==> src/rtl/cfg_loader_pkg.sv <==
package cfg_loader_pkg;

  // Port is addressed only when both selects agree.
  function automatic logic port_selected(input logic sel_n, input logic sel);
    return (!sel_n) && sel;
  endfunction

  // The shifter can take a new byte when idle or on its final bit.
  function automatic logic shifter_free(input int unsigned bits_left);
    return bits_left <= 1;
  endfunction

  // Status read-back enable: selected, write idle, read active.
  function automatic logic status_drive(input logic sel_n, input logic sel,
                                        input logic wr_n, input logic rd_n);
    return port_selected(sel_n, sel) && wr_n && !rd_n;
  endfunction

endpackage

==> src/rtl/cfg_sync_chain.sv <==
module cfg_sync_chain #(
  parameter int unsigned W = 1,
  parameter int unsigned STAGES = 2,
  parameter logic [W-1:0] RST_VAL = '0
) (
  input  logic         clk,
  input  logic         rst_n,
  input  logic [W-1:0] async_in,
  output logic [W-1:0] sync_out
);

  logic [W-1:0] stage_q [STAGES];

  always_ff @(posedge clk or negedge rst_n) begin
    if (!rst_n) begin
      for (int i = 0; i < int'(STAGES); i++) stage_q[i] <= RST_VAL;
    end else begin
      stage_q[0] <= async_in;
      for (int i = 1; i < int'(STAGES); i++) stage_q[i] <= stage_q[i-1];
    end
  end

  assign sync_out = stage_q[STAGES-1];

endmodule

==> src/rtl/cfg_hold_reg.sv <==
module cfg_hold_reg #(
  parameter int unsigned DW = 8
) (
  input  logic          clk,
  input  logic          rst_n,
  input  logic          capture,
  input  logic [DW-1:0] data_in,
  input  logic          take,
  output logic          full,
  output logic [DW-1:0] data_q
);

  always_ff @(posedge clk or negedge rst_n) begin
    if (!rst_n) begin
      full   <= 1'b0;
      data_q <= '0;
    end else if (capture && !full) begin
      full   <= 1'b1;
      data_q <= data_in;
    end else if (take) begin
      full   <= 1'b0;
    end
  end

  // A hand-over may only drain an occupied holding register.
  assert_take_needs_full_R5: assert property (@(posedge clk) disable iff (!rst_n)
    take |-> full);

endmodule

==> src/rtl/cfg_serializer.sv <==
module cfg_serializer #(
  parameter int unsigned DW = 8
) (
  input  logic          clk,
  input  logic          rst_n,
  input  logic          load,
  input  logic [DW-1:0] load_data,
  output logic          bit_out,
  output logic          bit_valid,
  output logic          free
);

  localparam int unsigned CW = $clog2(DW + 1);

  logic [DW-1:0] shift_q;
  logic [CW-1:0] left_q;

  always_ff @(posedge clk or negedge rst_n) begin
    if (!rst_n) begin
      shift_q <= '0;
      left_q  <= '0;
    end else if (load) begin
      shift_q <= load_data;
      left_q  <= CW'(DW);
    end else if (left_q != '0) begin
      shift_q <= {shift_q[DW-2:0], 1'b0};
      left_q  <= left_q - CW'(1);
    end
  end

  assign bit_out   = shift_q[DW-1];
  assign bit_valid = (left_q != '0);
  assign free      = cfg_loader_pkg::shifter_free(int'(left_q));

  // One bit leaves per clock while a byte is in flight.
  assert_count_step_R7: assert property (@(posedge clk) disable iff (!rst_n)
    (left_q != '0 && !load) |=> (left_q == $past(left_q) - CW'(1)));

endmodule

==> src/rtl/cfg_byte_loader.sv <==
module cfg_byte_loader #(
  parameter int unsigned DW = 8,
  parameter int unsigned SYNC_STAGES = 2
) (
  input  logic          clk,
  input  logic          rst_n,
  input  logic          sel_n,
  input  logic          sel,
  input  logic          wr_n,
  input  logic          rd_n,
  input  logic [DW-1:0] bus_in,
  output logic          bus7_out,
  output logic          bus7_oe,
  output logic          ready,
  output logic          bit_out,
  output logic          bit_valid,
  output logic          overrun
);

  localparam int unsigned SW = DW + 2;
  localparam logic [SW-1:0] SYNC_RST = {1'b0, 1'b1, {DW{1'b0}}};

  logic          sel_raw;
  logic [SW-1:0] sync_q;
  logic          sel_s, wr_s, wr_prev;
  logic [DW-1:0] data_s;
  logic          wr_rise, write_ev, accept, drop, xfer;
  logic          hold_full, shift_free;
  logic [DW-1:0] hold_q;

  assign sel_raw = cfg_loader_pkg::port_selected(sel_n, sel);

  cfg_sync_chain #(.W(SW), .STAGES(SYNC_STAGES), .RST_VAL(SYNC_RST)) u_sync (
    .clk      (clk),
    .rst_n    (rst_n),
    .async_in ({sel_raw, wr_n, bus_in}),
    .sync_out (sync_q)
  );

  assign {sel_s, wr_s, data_s} = sync_q;

  always_ff @(posedge clk or negedge rst_n) begin
    if (!rst_n) wr_prev <= 1'b1;
    else        wr_prev <= wr_s;
  end

  // Named internal events
  assign wr_rise  = wr_s && !wr_prev;
  assign write_ev = wr_rise && sel_s;
  assign accept   = write_ev && !hold_full;
  assign drop     = write_ev && hold_full;
  assign xfer     = hold_full && shift_free;

  cfg_hold_reg #(.DW(DW)) u_hold (
    .clk     (clk),
    .rst_n   (rst_n),
    .capture (accept),
    .data_in (data_s),
    .take    (xfer),
    .full    (hold_full),
    .data_q  (hold_q)
  );

  cfg_serializer #(.DW(DW)) u_ser (
    .clk       (clk),
    .rst_n     (rst_n),
    .load      (xfer),
    .load_data (hold_q),
    .bit_out   (bit_out),
    .bit_valid (bit_valid),
    .free      (shift_free)
  );

  always_ff @(posedge clk or negedge rst_n) begin
    if (!rst_n)    overrun <= 1'b0;
    else if (drop) overrun <= 1'b1;
  end

  assign ready    = !hold_full;
  assign bus7_oe  = cfg_loader_pkg::status_drive(sel_n, sel, wr_n, rd_n);
  assign bus7_out = ready;

  // An accepted byte makes the port busy on the next edge.
  assert_capture_busy_R3: assert property (@(posedge clk) disable iff (!rst_n)
    accept |=> !ready);

  // An idle shifter takes the held byte at once, MSB first.
  assert_fast_move_R4: assert property (@(posedge clk) disable iff (!rst_n)
    (hold_full && !bit_valid) |=> (bit_valid && ready && bit_out == $past(hold_q[DW-1])));

  // A dropped write leaves the held byte alone and raises the flag.
  assert_drop_keeps_R8: assert property (@(posedge clk) disable iff (!rst_n)
    drop |=> (hold_q == $past(hold_q) && overrun));

  assert_overrun_sticky_R8: assert property (@(posedge clk) disable iff (!rst_n)
    overrun |=> overrun);

endmodule

==> config.mk <==
export PLATFORM = sky130hd
export DESIGN_NAME = cfg_byte_loader
export DESIGN_NICKNAME = d
export VERILOG_FILES = /design/src/rtl/cfg_loader_pkg.sv /design/src/rtl/cfg_sync_chain.sv /design/src/rtl/cfg_hold_reg.sv /design/src/rtl/cfg_serializer.sv /design/src/rtl/cfg_byte_loader.sv
export SDC_FILE = /design/constraint.sdc
export NUM_CORES = 1
export LEC_CHECK = 0
export BUFFER_PORTS_ARGS = -buffer_cell sky130_fd_sc_hd__buf_2
export CAP_MARGIN = 20
export CORE_MARGIN = 3
export CORE_UTILIZATION = 55
export DETAILED_ROUTE_END_ITERATION = 6
export PLACE_DENSITY = 0.76
export SLEW_MARGIN = 5
export SYNTH_ARGS = -nofsm -noshare
export SYNTH_HDL_FRONTEND = slang
export SYNTH_SLANG_ARGS = --single-unit
==> constraint.sdc <==
create_clock -name clk -period 1.91 [get_ports clk]
set_input_delay 0.191 -clock clk [delete_from_list [all_inputs] [get_ports clk]]
set_output_delay 0.191 -clock clk [all_outputs]
set_load 0.02 [all_outputs]
==> results by group, run 1 <==
Critical path
  • Critical path's most frequent cell: sky130_fd_sc_hd__inv_1
  • Required time of the critical path: about 1.7 ns
  • Standard cell with the maximum stage delay on the critical path: sky130_fd_sc_hd__dfrtp_1
  • FF-to-FF setup slack: roughly 0.20 ns
  • Startpoint type of the worst setup path: flop
  • Startpoint of the most critical register-to-register path: u_ser.left_q[0]
  • Critical path class: reg2out
  • Worst-path fanout max: 10
  • Arrival time of the worst setup path: 1.57 ns
  • Worst-path cell chain: inv_1 > ha_1 > nor3b_2 > buf_6 > inv_1 > buf_2
  • RR Endpoint: u_ser.shift_q[3]
  • Worst Setup End Kind: output pin
  • R2R cell count: 6
  • Worst stage delay on the critical path: 0.44 ns

Pwr
  • Total leakage power: approximately 0.93 nW
  • Total power density per cell area: between 1000 and 1500 nW/um^2
  • Net Switching: roughly 0.00074 W
  • Sequential group share of total power: 0.497
  • Switching fraction of total power: 0.2871
  • Combinational Power Share: 0.320
  • Clock share of power: 0.183
  • Largest vdd supply drop: 0.9723 mV
  • Int Power: around 0.0018 W

Routing
  • Drc violations: 0
  • Average detailed-routed wire length per instance: 13.35 um
  • Total iterations of the first detailed-routing run: 3
  • Detailed-route via count: roughly 900
  • Number of routed nets with antenna violations: 0
  • Overall routed net length: roughly 2200 um
  • Drt first-iter violations: 17
  • Avg Vias per Cell: 5.208

Timing
  • Setup repair after global routing missed its margin: false
  • Worst Tran Pin Value: 0.5025 ns
  • Remaining max-slew budget at the tightest pin: 0.6650
  • Final setup TNS: 0 ns
  • Setup Viol. Count Final: 0
  • Max Freq: between 500 and 600 MHz
  • Final critical path time including I/O delays and setup: around 1.8 ns
  • Final Max Tran Viols: 0
  • Period utilisation layout: 0.9195
  • Crit path setup slack, layout: roughly 0.15 ns
  • Clock skew after layout: between 0.008 and 0.009 ns
  • Final Hold Viols: 0

Floorplanning
  • Initial standard-cell utilization of the core: 0.6102
  • Die area: around 3600 sq um
  • Die height: approximately 60 um
  • Io pins: 20
  • Area of the core region: between 2000 and 3000 sq um
  • Die X: between 50 and 60 um
  • Site Rows: 18

Clock network
  • Clock transition at path regs: ~0.11 ns
  • CTS tree: yes
  • Insertion delay of the later-clocked pin in the worst-skew pair: between 0.3 and 0.4 ns
  • CTS buffer count: 5
  • H-tree Lvls: 2
  • Max clock buf depth: 2
  • Cell chosen for the clock root: sky130_fd_sc_hd__clkbuf_4
  • Sinks on the clock net: 43

Finish
  • Most common cell after layout, fill and taps aside: sky130_fd_sc_hd__dfrtp_1
  • Core occupancy in the finished layout: 0.7342
  • Syn-to-layout area delta: 20.33%
  • Ant diodes: 0
  • Share of final-layout standard cells stronger than drive strength 1: 0.4058
  • Most used cells in the layout excluding fill and tap cells: 40 x sky130_fd_sc_hd__dfrtp_1, 19 x sky130_fd_sc_hd__buf_2, 12 x sky130_fd_sc_hd__mux2_4, 11 x sky130_fd_sc_hd__dlygate4sd3_1, 9 x sky130_fd_sc_hd__mux2_2
  • Post-layout net count: roughly 150

Worst hold path
  • Beginning of the worst hold path: sel
  • Kind of path behind the tightest hold check: in2reg
  • Worst Hold End: u_sync.stage_q[19]
  • Cells on Worst Hold Path: 2

Synth
  • Async S/R FF share, synth: 1.000
  • Cell types occupying the most area after synthesis: sky130_fd_sc_hd__dfrtp_1 63%, sky130_fd_sc_hd__mux2_4 11%, sky130_fd_sc_hd__mux2_2 6.4%, sky130_fd_sc_hd__dfstp_2 4.9%, sky130_fd_sc_hd__ha_1 1.6%
  • Number of flip-flops and latches in the synthesized netlist: 43
  • Yosys top cell by area: sky130_fd_sc_hd__dfrtp_1
  • Syn_area_per_cell: around 16 sq um
  • Fraction of post-synthesis cell area in the top cell type by area: 0.6279
  • Number of synthesized flops with an enable pin: 0
  • Synth unique cells: 25
  • Post-synthesis instance area: 1594 sq um
  • Top_reg_cell synth: sky130_fd_sc_hd__dfrtp_1
  • Number of warnings reported in the yosys synthesis log: 0
  • Synth Instances: just under 100
  • Sequential fraction of the synthesis area: 0.6774
  • Net count after synthesis: ~120

Global routing
  • Wire length of the first global-routing pass: between 3000 and 4000 um
  • Number of antenna violations at the first check in global routing: 0
  • Final global-route overflow total: 0
  • Largest net degree at the start of global routing: 44
  • Total routing resource utilization after global routing: 0.1547
  • Vias in the first global route: between 900 and 1000

Placed design
  • Port Buffer Count: 19
  • Final Wtd Congestion: 0.6901
  • Worst-case setup slack after placement: 0.1922 ns
  • Final HPWL from detailed placement: 1451 um

Run status
  • Result of the run: finished clean

Job
  • Max capacitance violation total: 0
-- cells by family after synthesis --
group | count (synthesis) | share of synthesized area
AOI/OAI and AO/OA | 6 | 0.02355
xor gates and xnor gates | 1 | 0.005496
and+or+nand+nor | 14 | 0.05652
adders and majority gates | 2 | 0.01570
buffers and inverters | 10 | 0.03218
muxes | 23 | 0.1892
DFF | 43 | 0.6774
-- per-layer routing --
layer,wire (um),global-route usage
met5,0,0
met3,106,0.06479
met1,922,0.1525
met2,1129,0.2654
met4,85,0.09494
-- Yosys cell counts, types with 2 or more instances --
cell type / instances
sky130_fd_sc_hd__and2_1: 2
sky130_fd_sc_hd__and3b_1: 2
sky130_fd_sc_hd__buf_2: 2
sky130_fd_sc_hd__dfrtp_1: 40
sky130_fd_sc_hd__dfstp_2: 3
sky130_fd_sc_hd__ha_1: 2
sky130_fd_sc_hd__inv_1: 6
sky130_fd_sc_hd__mux2_2: 9
sky130_fd_sc_hd__mux2_4: 12
sky130_fd_sc_hd__mux2i_1: 2
sky130_fd_sc_hd__nand2_1: 2
sky130_fd_sc_hd__nor2_1: 2
sky130_fd_sc_hd__o21ai_0: 3
-- final cells by class --
class                      count  area, sq um
inverter                       6        22.52
timing repair buffer          35        246.5
tap                           30        37.54
fill                         165        694.4
clock buffer                   8        68.82
multi-input combinational     46        462.9
sequential                    43         1080
-- critical path: cells and delay by family, from the launching register on --
kind	cells	cell delay [ns]
flip-flops	1	0.44
AND/OR/NAND/NOR	1	0.18
adder cells (fa/ha/maj)	1	0.15
buffers and inverters	4	0.46
-- registers in the layout (all words and copies together) (netlist names) --
signal	flops
u_sync.sync_out	10
overrun	1
u_sync.stage_q	10
wr_prev	1
u_ser.shift_q	8
u_ser.left_q	4
u_hold.full	1
u_hold.data_q	8
-- stage by stage --
| step | hold slack, ns | std cells | instance area, sq um | power (W) |
|---|---|---|---|---|
| 2_1_floorplan | -0.1046 | 99 | 1594 | 0.001932 |
| 3_3_place_gp | 0.2784 | 149 | 1735 | 0.002081 |
| 3_5_place_dp | 0.2840 | 149 | 1735 | 0.002130 |
| 4_1_cts | 0.07913 | 168 | 1914 | 0.002629 |
| 5_1_grt | 0.07703 | 168 | 1918 | 0.002771 |
| 6_report | 0.1053 | 168 | 1918 | 0.002595 |
-- how the worst max path moves through the flow --
stage	start	end	cells past startpoint
2_1_floorplan	u_ser.left_q[0]	u_ser.shift_q[1]	6
3_3_place_gp	u_ser.left_q[0]	u_ser.shift_q[3]	6
3_5_place_dp	u_ser.left_q[0]	u_ser.shift_q[2]	6
4_1_cts	u_ser.left_q[0]	bit_valid	6
5_1_grt	u_ser.left_q[0]	bit_valid	6
6_report	u_ser.left_q[0]	bit_valid	6
-- power by group through the flow --
stage | clock [W] | sequential (W) | combinational [W]
floorplan | 0 | 0.00129 | 0.000639
global placement | 0 | 0.00130 | 0.000781
detailed placement | 0 | 0.00132 | 0.000811
CTS | 0.000496 | 0.00130 | 0.000837
global route | 0.000536 | 0.00133 | 0.000910
finish | 0.000474 | 0.00129 | 0.000831
-- what timing repair did --
| action | in CTS | in global routing |
|---|---|---|
| hold buffers | 11 | 0 |
| hold endpoints to repair | 50 | 0 |
| setup buffers | 0 | 0 |
| resized for setup | 0 | 1 |
| endpoints found under the setup margin | 0 | 1 |
No activity file was read; power rests on OpenSTA's default activity.
==> run 2: changes to the inputs <==
Settings changed: GPL_TIMING_DRIVEN from default to 1, SETUP_SLACK_MARGIN from default to 0.2.
==> results by group, run 2 (same netlist as run 1, synthesis figures left out) <==
Timing
  • Final setup TNS: 0 ns (unchanged)
  • Remaining max-slew budget at the tightest pin: 0.6637 (-0.001291)
  • Final Hold Viols: 0 (unchanged)
  • Final Max Tran Viols: 0 (unchanged)
  • Max Freq: 581.1 MHz (+2.1%)
  • Smallest hold slack: 0.1074 ns (+0.002157 ns)
  • Period utilisation layout: 0.9010 (-0.01855)
  • Setup repair after global routing missed its margin: true
  • Setup Viol. Count Final: 0 (unchanged)
  • Worst Tran Pin Value: 0.5045 ns (+0.001937 ns)
  • Clock skew after layout: 0.008739 ns (+0.0002798 ns)
  • Final critical path time including I/O delays and setup: 1.721 ns (-0.03543 ns)

Global routing
  • Total routing resource utilization after global routing: 0.1652 (+0.01053)
  • Vias in the first global route: 975 (+5.2%)
  • Wire length of the first global-routing pass: 4181 um (+7.6%)
  • Largest net degree at the start of global routing: 44 (unchanged)
  • Final global-route overflow total: 0 (unchanged)
  • Number of antenna violations at the first check in global routing: 0 (unchanged)

Pwr
  • Total power density per cell area: 1379 nW/um^2 (+1.9%)
  • Net Switching: 0.0007967 W (+7.0%)
  • Sequential group share of total power: 0.475 (-0.022)
  • Total power: 0.002728 W (+5.1%)
  • Switching fraction of total power: 0.2921 (+0.005004)
  • Clock share of power: 0.175 (-0.008)
  • Largest vdd supply drop: 0.9986 mV (+2.7%)
  • Total leakage power: 0.9622 nW (+3.1%)
  • Int Power: 0.001931 W (+4.4%)
  • Combinational Power Share: 0.350 (+0.030)

Routing
  • Detailed-route via count: 896 (+2.4%)
  • Total iterations of the first detailed-routing run: 4 (+1)
  • Number of routed nets with antenna violations: 0 (unchanged)
  • Drt first-iter violations: 22 (+5)
  • Overall routed net length: 2380 um (+6.1%)
  • Avg Vias per Cell: 5.179 (-0.56%)
  • Average detailed-routed wire length per instance: 13.76 um (+3.0%)
  • Drc violations: 0 (unchanged)

Placed design
  • Port Buffer Count: 19 (unchanged)
  • Cell count after placement: 149 (unchanged)
  • Final Wtd Congestion: 0.6901 (unchanged)
  • Final HPWL from detailed placement: 1451 um (unchanged)

Critical path
  • Worst-path fanout max: 4 (-6)
  • FF-to-FF setup slack: 0.19 ns (about the same)
  • Worst-path cell chain: inv_2 > ha_4 > nor3b_4 > buf_2 > mux2_4 > mux2_4
  • Required time of the critical path: 2.14 ns (+0.42 ns)
  • Critical path's most frequent cell: sky130_fd_sc_hd__mux2_4
  • Standard cell with the maximum stage delay on the critical path: sky130_fd_sc_hd__dfrtp_1
  • R2R cell count: 6 (unchanged)
  • Critical path class: reg2reg
  • Worst Setup End Kind: flop
  • RR Endpoint: u_ser.shift_q[5]
  • Worst stage delay on the critical path: 0.41 ns (-0.03 ns)
  • Arrival time of the worst setup path: 1.95 ns (+0.38 ns)
  • Startpoint type of the worst setup path: flop
  • Startpoint of the most critical register-to-register path: u_ser.left_q[1]

Clock network
  • CTS tree: yes
  • Sinks on the clock net: 43 (unchanged)
  • Max clock buf depth: 2 (unchanged)
  • Insertion delay of the later-clocked pin in the worst-skew pair: 0.33 ns (about the same)
  • H-tree Lvls: 2 (unchanged)
  • Clock transition at path regs: 0.11 ns (about the same)
  • CTS buffer count: 5 (unchanged)
  • Cell chosen for the clock root: sky130_fd_sc_hd__clkbuf_4

Floorplanning
  • Die X: 59.84 um (unchanged)
  • Io pins: 20 (unchanged)
  • Site Rows: 18 (unchanged)
  • Initial standard-cell utilization of the core: 0.6102 (unchanged)
  • Die height: 59.84 um (unchanged)
  • Die area: 3580 sq um (unchanged)
  • Area of the core region: 2613 sq um (unchanged)

Worst hold path
  • Kind of path behind the tightest hold check: in2reg
  • Worst Hold End: u_sync.stage_q[19]
  • Cells on Worst Hold Path: 2 (unchanged)
  • Beginning of the worst hold path: sel

Finish
  • Share of final-layout standard cells stronger than drive strength 1: 0.4545 (+0.04875)
  • Syn-to-layout area delta: 24.10%
  • Ant diodes: 0 (unchanged)
  • Fill count: 158 (-4.2%)
  • Final Instance Count excl. Fillers: 173 (+3.0%)
  • Most used cells in the layout excluding fill and tap cells: 40 x sky130_fd_sc_hd__dfrtp_1, 19 x sky130_fd_sc_hd__buf_2, 12 x sky130_fd_sc_hd__mux2_4, 11 x sky130_fd_sc_hd__dlygate4sd3_1, 9 x sky130_fd_sc_hd__mux2_2
  • Post-layout net count: 158 (+3.3%)
  • Most common cell after layout, fill and taps aside: sky130_fd_sc_hd__dfrtp_1

Job
  • Max capacitance violation total: 0 (unchanged)

Run status
  • Result of the run: finished clean
run 2: timing repair:
action / 4_1_cts / 5_1_grt
pin swaps: 0 / 1
endpoints found under the setup margin: 8 / 4
hold endpoints to repair: 50 / 0
setup buffers: 4 / 0
gates resized for setup: 8 / 1
gates cloned: 1 / 0
hold buffers: 11 / 0
run 2: worst max path at each step:
stage	start	endpoint	slack [ns]	cells after the start
floorplan	u_ser.left_q[0]	u_ser.shift_q[1]	0.21	6
global placement	u_ser.left_q[0]	u_ser.shift_q[3]	0.25	6
detailed placement	u_ser.left_q[0]	u_ser.shift_q[2]	0.19	6
CTS	u_ser.left_q[1]	bit_valid	0.21	6
global route	u_ser.left_q[1]	u_ser.shift_q[5]	0.13	6
finish	u_ser.left_q[1]	u_ser.shift_q[5]	0.19	6
run 2: power by group through the flow:
stage                     combinational (W)  clock, W  sequential, W
after floorplan                    0.000639         0        0.00129
after global placement             0.000781         0        0.00130
after detailed placement           0.000811         0        0.00132
after CTS                          0.000961  0.000496        0.00130
after global routing                0.00105  0.000535        0.00133
final                              0.000955  0.000476        0.00130
run 2: stage by stage:
stage,cell area [sq um],setup WS [ns],utilization
global route,1978,0.1322,0.7572
global placement,1735,0.2528,0.6643
finish,1978,0.1891,0.7572
CTS,1978,0.2106,0.7572
floorplan,1594,0.2102,-
detailed placement,1735,0.1922,0.6643
run 2: final cells by class:
type                       count  area, sq um  share of cell area
sequential                    43         1080              0.5459
clock buffer                   8        68.82             0.03479
inverter                       6        22.52             0.01139
multi-input combinational     46        481.7              0.2435
timing repair buffer          40        287.8              0.1455
tap                           30        37.54             0.01898
run 2: critical path: cells and delay by family, from the launching register on:
family | cells | cell delay, ns
mux | 2 | 0.56
simple gates | 1 | 0.20
buf+inv | 2 | 0.31
flops | 1 | 0.41
fa+ha+maj | 1 | 0.14
run 2: per-layer routing:
layer  part of all wire  vias to the layer above  GRT usage
li1                   -                      420          -
met1               0.43                      445     0.1727
met2               0.49                       20     0.2762
met3              0.044                       11    0.06479
met4              0.036                        0     0.1013
met5                  0                        -          0
